### config.mk
export PLATFORM = sky130hd
export DESIGN_NAME = vsync_window
export DESIGN_NICKNAME = d
export VERILOG_FILES = /design/src/rtl/vsync_window.sv
export SDC_FILE = /design/constraint.sdc
export NUM_CORES = 1
export LEC_CHECK = 0
export BUFFER_PORTS_ARGS = -buffer_cell sky130_fd_sc_hd__buf_2
export CORE_UTILIZATION = 53
export DETAILED_ROUTE_END_ITERATION = 8
export GPL_TIMING_DRIVEN = 0
export MAX_ROUTING_LAYER = met4
export PLACE_DENSITY = 0.79
export SKIP_CTS_REPAIR_TIMING = 1
export SLEW_MARGIN = 40
export SYNTH_ARGS = -nofsm -noshare
export SYNTH_HDL_FRONTEND = slang
export SYNTH_SLANG_ARGS = --single-unit
### constraint.sdc
create_clock -name clk -period 3 [get_ports clk]
set_clock_uncertainty 0.1 [all_clocks]
set_input_delay 0.45 -clock clk [delete_from_list [all_inputs] [get_ports clk]]
set_output_delay 0.45 -clock clk [all_outputs]
set_load 0.02 [all_outputs]
### src/rtl/vsync_window.sv
module vsync_window #(
  parameter int LW = 10
) (
  input  logic          clk,
  input  logic          rst,
  input  logic [LW-1:0] line_no,
  input  logic          sol_stb,
  input  logic          mid_stb,
  input  logic          field_even,
  input  logic          std625,
  input  logic [1:0]    mode_sel,
  input  logic [1:0]    start_code,
  input  logic [2:0]    end_code,
  output logic          vint,
  output logic          cfg_err
);
  localparam logic [LW-1:0] ODD_BASE_525  = LW'(4);
  localparam logic [LW-1:0] ODD_BASE_625  = LW'(1);
  localparam logic [LW-1:0] EVEN_BASE_525 = LW'(266);
  localparam logic [LW-1:0] EVEN_BASE_625 = LW'(313);
  localparam logic [LW-1:0] WRAP_625      = LW'(626);

  logic       field_q, std_q;
  logic [1:0] mode_q, start_q;
  logic [2:0] end_q;

  always_ff @(posedge clk) begin
    if (rst || field_even != field_q) begin
      std_q   <= std625;
      mode_q  <= mode_sel;
      start_q <= start_code;
      end_q   <= end_code;
    end
    field_q <= field_even;
  end

  wire prog = (mode_q == 2'd1) || (mode_q == 2'd2);
  wire [1:0] s = prog ? start_q : 2'd0;
  wire [2:0] n = prog ? end_q : 3'd2;
  wire [3:0] gap = {2'b00, s} + {1'b0, n};

  assign cfg_err = prog && (end_q == 3'd7 || gap < 4'd2);

  wire [LW-1:0] s_w = LW'(s);
  wire [LW-1:0] n_w = LW'(n);
  wire [LW-1:0] ebase = std_q ? EVEN_BASE_625 : EVEN_BASE_525;

  wire [LW-1:0] st_odd  = std_q ? ((s == 2'd0) ? ODD_BASE_625 : WRAP_625 - s_w)
                                : ODD_BASE_525 - s_w;
  wire [LW-1:0] st_even = ebase - s_w;
  wire [LW-1:0] en_odd  = (std_q ? ODD_BASE_625 : ODD_BASE_525) + n_w;
  wire [LW-1:0] en_even = ebase + n_w;

  wire hit_set = (sol_stb && line_no == st_odd) || (mid_stb && line_no == st_even);
  wire hit_clr = (sol_stb && line_no == en_odd) || (mid_stb && line_no == en_even);

  always_ff @(posedge clk) begin
    if (rst || cfg_err) vint <= 1'b0;
    else if (hit_clr)   vint <= 1'b0;
    else if (hit_set)   vint <= 1'b1;
  end
endmodule

# Word-level counts from Yosys, hierarchy flattened
# Index checks and enable logic that the tools add are counted.
[word_totals]
mem_bits_rw = 0
elab_cells = 40
latchBits = 0
rom_bits = 0
memories = 0
in_bits = 23
register_bits = 10
output_inout_bits = 2
[classes]
n_mux = 6
addsub = 6
n_bitwise = 0
n_reduce_logical = 13
shift = 0
multipliers = 0
eq_ne = 8
n_div = 0
order_cmp = 1
[op_table]
columns = ["op", "count"]
rows = [
  ["10-bit equality test", 3],
  ["10-bit two-way mux", 2],
  ["9-bit by 3-bit adder with 10-bit output", 1],
  ["10-bit by 4-bit equality test with 1-bit output", 1],
  ["10-bit by 2-bit subtractor with 10-bit output (first input constant)", 1],
  ["9-bit by 2-bit subtractor with 10-bit output", 1],
  ["1-bit logical OR", 6],
  ["3-bit two-way mux", 2],
  ["6-bit two-way mux", 1],
  ["1-bit logical AND", 5],
  ["2-bit by 3-bit adder with 4-bit output", 1],
  ["3-bit by 3-bit adder with 4-bit output", 1],
  ["4-bit by 2-bit less-than comparator with 1-bit output (second input constant)", 1],
  ["3-bit by 2-bit subtractor with 4-bit output (first input constant)", 1],
  ["3-bit equality test (second input constant)", 1],
  ["2-bit by 1-bit equality test with 1-bit output (second input constant)", 1],
  ["2-bit equality test (second input constant)", 1],
  ["2-bit logical NOT", 1],
  ["2-bit two-way mux", 1],
  ["2-bit OR reduction", 1],
  ["1-bit != test", 1],
]

# Logic depth before layout (Yosys ltp)
[depth]
ltp_word = 9
ltp_mapped = 9
ltp_nobuf = 9

# Least setup slack after synthesis
# OpenSTA, ideal clock, no wires.
[synth_path]
path_type = "register to register"
startpoint = "register mode_q[1]"
endpoint = "register vint"
path_slack_ns = 0.325
n_path_buf = 0
setup_ns = 0.126
synth_period_minus_slack_ns = 2.675
arrival_ns = 2.449
t_required_ns = 2.774
path_stages_with_launch = 9
cell_sequence = "edfxtp_1 -> xor2_1 -> nand2b_1 -> fa_1 -> ha_1 -> xnor2_1 -> nand4_1 -> o311a_1 -> nor4bb_2"
[synth_between]
elab_chain_len = 9
word_cells_on_any_way = 29
classes_between = "add/sub: 6; order compare: 1; eq/ne: 6; mux: 4; reduce/logical: 12"
[synth_lines]
columns = ["item", "line", "rtl"]
rows = [
  ["from (decl)", "24", "logic [1:0] mode_q, start_q;"],
  ["from (signal assigned)", "30", "mode_q <= mode_sel;"],
  ["2-bit by 1-bit equality test with 1-bit output or 2-bit equality test (tied branches)", "37", "wire prog = (mode_q == 2'd1) || (mode_q == 2'd2);"],
  ["1-bit logical OR (*)", "37", ""],
  ["2-bit two-way mux or 3-bit two-way mux (tied branches)", "38, 39", ""],
  ["10-bit by 2-bit subtractor with 10-bit output, or another cell as far along", "48", "wire [LW-1:0] st_odd = std_q ? ((s == 2'd0) ? ODD_BASE_625 : WRAP_625 - s_w)"],
  ["10-bit two-way mux or 4-bit by 2-bit less-than comparator with 1-bit output (tied branches)", "48, 42", ""],
  ["10-bit two-way mux or 1-bit logical OR (tied branches)", "48, 42", ""],
  ["10-bit equality test or 1-bit logical AND (tied branches)", "54, 42", ""],
  ["1-bit logical AND or 1-bit logical OR (tied branches)", "54, 58", ""],
  ["1-bit logical OR or 2-bit OR reduction (tied branches)", "-", ""],
  ["to (signal assigned)", "58", "if (rst || cfg_err) vint <= 1'b0;"],
  ["to (signal assigned)", "59", "else if (hit_clr) vint <= 1'b0;"],
  ["to (signal assigned)", "60", "else if (hit_set) vint <= 1'b1;"],
  ["to (decl)", "14", "output logic vint,"],
]
# Every way passes the cells marked *; elsewhere a longest branch is shown, timed or not.
# A chain may end at the register's enable or synchronous reset.

# Worst setup path after layout
[layout_path]
startpoint = "register mode_q[0]"
endpoint = "output port cfg_err"
[layout_between]
elab_chain_len = 7
word_cells_on_any_way = 9
classes_between = "add/sub: 1; order compare: 1; eq/ne: 2; mux: 2; reduce/logical: 3"
[layout_lines]
columns = ["item", "line", "rtl"]
rows = [
  ["2-bit by 1-bit equality test with 1-bit output or 2-bit equality test (tied branches)", "37", ""],
  ["1-bit logical OR (*)", "37", ""],
  ["2-bit two-way mux or 3-bit two-way mux (tied branches)", "38, 39", ""],
  ["2-bit by 3-bit adder with 4-bit output", "40", "wire [3:0] gap = {2'b00, s} + {1'b0, n};"],
  ["4-bit by 2-bit less-than comparator with 1-bit output", "42", "assign cfg_err = prog && (end_q == 3'd7 || gap < 4'd2);"],
  ["1-bit logical OR", "42", ""],
  ["1-bit logical AND (*)", "42", ""],
  ["to (decl)", "15", "output logic cfg_err"],
]
# Marks and branches as above.

==> summary.md <==
| Metric | Value |
|---|---|
| Rows | 15 |
| Startpoint Class | flop |
| Mapped cell area | 0.00104 mm^2 |
| Worst slew pin tran | 0.382 ns |
| First-pass GRT wire length | 3.81 mm |
| Share of cells above drive strength 1 | 28.5% |
| Initial Utilization | 58.5% |
| Vias in the first global route | 927 |
| Final core utilization | 72.7% |
| Routability cong. | 0.840 |
| Max Fanout on Critical Path | 5 |
| Seq/Total Area, Yosys | 26.9% |
| Die height | 46.4 um |
| Syn Inst Count | 113 |
| CP max-delay cell | edfxtp_1 |
| Vias per cell | 5.65 |
| Nets | 182 |
| Synthesis Warnings | 0 |
| Max VDD drop | 531 uV |
| DR pass1 iterations | 4 |
| Placement Setup Slack | -0.0441 ns |
| Worst hold margin | 0.215 ns |
| Diode count | 0 |
| Port bufs | 22 |
| Residual DRC | 0 |
| Worst EP required | 2.45 ns |
| Area grow syn2layout | 24.2% |
| Clock latency on the worst-skew pair | 0.26 ns |
| Avg WL per Cell | 14.4 um |
| Setup TNS | 0 ns |
| Ranking of synthesized cells by area | edfxtp_1 23%, ha_1 13%, xnor2_1 6.7% |
| DR iter-0 viols | 13 |
| Area of the multi-input gates | 763 um^2 |
| Clock sink total | 10 |
| Htree depth | 1 |
| # IOs | 25 |
| Maximum capacitance violations | 0 |
| Crit share post-route | 97.4% |
| Clock transition at path regs | 0.07 ns |
| Largest net degree at the start of global routing | 11 |
| Final WL | 2.43 mm |
| Clock buffer depth | 2 |
| Final hold vios | 0 |
| Slew HR | 74.2% |
| Area leader, netlist | edfxtp_1 |
| CP arrival | 2.37 ns |
| Crit-path cells | xor2_4 > and3_1 > fa_1 > nor2_1 > nand3_1 > a31o_2 > inv_1 > buf_2 |
| Max Clk Rate | 342 MHz |
| Overflow after GRT | 0 |
| Setup crit end kind | primary output |
| Pwr dens | 392 mW/mm^2 |
| Routed Antenna Nets | 0 |
| Yosys cell types | 42 |
| Outcome | finished clean |
| Clock root cell | clkbuf_4 |
| CTS tree | done |
| Crit-path leading delay family | flip-flops |
| WP buf/inv | 2 |
| Filler cell count | 149 |
| GRT Total Usage | 26.2% |
| DIE WIDTH | 46.4 um |
| Final setup violation count | 0 |
| Total CTS buffers | 3 |
| FF+latch area | 280 um^2 |
| Synth Area per Inst | 9.23 um^2 |
| Vias | 955 |
| DP HPWL | 1.88 mm |
| Initial antenna violation count | 0 |
| Core Box Area | 0.00178 mm^2 |
| Synth Net Count | 150 |
| Die area | 0.00215 mm^2 |
| Non-filler instance count after layout | 169 |
| Min Clock Period, post-route | 2.92 ns |
| Worst Setup Path Type | reg -> out |
| Hold Path Class | in -> reg |
| Share of the synthesized area in the top cell type | 23.0% |
| Leakage dissipation | 0.568 nW |
| Setup ws final | 0.0771 ns |
| Post-synthesis register bit count | 10 |
| Largest stage delay, worst path | 0.49 ns |
| Placed cell count | 160 |
| Max-slew violation count | 0 |
-- area by class of cell --
cell class              count  share of cell area [%]
plain buffers               4                    1.45
clock buffers               4                    2.80
inverters                   7                    2.03
multi-input cells          93                    58.9
flip-flops and latches     10                    21.6
well taps                  25                    2.41
repair buffers             26                    10.8
-- layer usage --
metal / track usage [%] / vias up / part of all wire (%)
met3: 5.88 / 5 / 3.3
met4: 6.47 / 0 / 0.87
li1: - / 477 / -
met2: 45.8 / 20 / 53
met1: 29.7 / 453 / 43
met5: - / - / 0
-- cell families after synthesis --
| kind of cell | share of synthesized area [%] |
|---|---|
| DFF | 26.9 |
| AOI/OAI and AO/OA | 13.8 |
| muxes | 0.959 |
| and+or+nand+nor | 22.5 |
| buffers and inverters | 4.32 |
| xor gates and xnor gates | 12.6 |
| adders and majority gates | 18.9 |
-- cells in the mapped netlist --
library cell and number:
o21ai_1 1, o21ai_0 1, and2_1 4, o311a_1 1, o22ai_1 1, o211ai_1 2, a21o_1 1, nor4b_1 1
nor2_1 5, buf_2 3, nand3b_1 1, dfxtp_1 2, nand4_1 3, a311o_1 1, or3_1 2, xor2_1 7
ha_1 11, fa_1 3, a2111oi_1 1, o41ai_1 1, nor4_1 1, edfxtp_1 8, nor4bb_2 1, clkbuf_1 1
a31o_2 1, and3_1 2, inv_1 6, xnor2_1 8, a22oi_1 1, a211oi_1 1, nand2_1 9, nand3_1 6
o2bb2ai_1 1, nor3_1 4, o221ai_1 1, a21oi_1 2, inv_2 1, nand2b_1 3, a31oi_1 1, nor2b_1 1
mux2i_1 1, a41oi_1 1
-- where the power goes --
| group | switching [mW] | internal (mW) |
|---|---|---|
| registers | 0.0107 | 0.161 |
| clock network | 0.0462 | 0.0737 |
| logic | 0.115 | 0.100 |
| total | 0.172 | 0.336 |
-- state kept, by name, indices dropped and copies added, names as in the netlist --
register,cells
end_q,3
mode_q,2
start_q,2
field_q,1
std_q,1
vint,1
-- placed cells by master, fill, tap and decap left out, types with 2 or more instances in the layout --
cell type,instances
buf_4,4
and3_1,2
nor2_1,5
edfxtp_1,8
nand2b_1,2
and2_1,4
inv_1,5
ha_1,11
nand4_1,3
xnor2_1,8
or3_1,2
buf_2,25
dfxtp_1,2
a21oi_1,2
nor3_1,4
nand2_1,9
clkbuf_4,3
inv_2,2
fa_1,2
nand3_1,6
o211ai_1,2
xor2_1,6
-- worst paths after layout --
| path | startpoint | endpoint | slack (ns) | depth (start not counted) |
|---|---|---|---|---|
| max | mode_q[0]$_DFFE_PP_ | cfg_err | 0.08 | 8 |
| min | field_even | field_q$_DFF_P_ | 0.22 | 1 |
| max reg2reg | mode_q[0]$_DFFE_PP_ | vint$_SDFFE_PP0P_ | 0.17 | 9 |
| min reg2reg | vint$_SDFFE_PP0P_ | vint$_SDFFE_PP0P_ | 0.70 | 3 |
-- stage by stage --
step,power (mW),cell area [um^2]
6_report,0.508,1300
5_1_grt,0.540,1300
4_1_cts,0.486,1220
3_5_place_dp,0.366,1180
3_3_place_gp,0.357,1180
2_1_floorplan,0.313,1040
No activity file was read; power rests on OpenSTA's default activity.
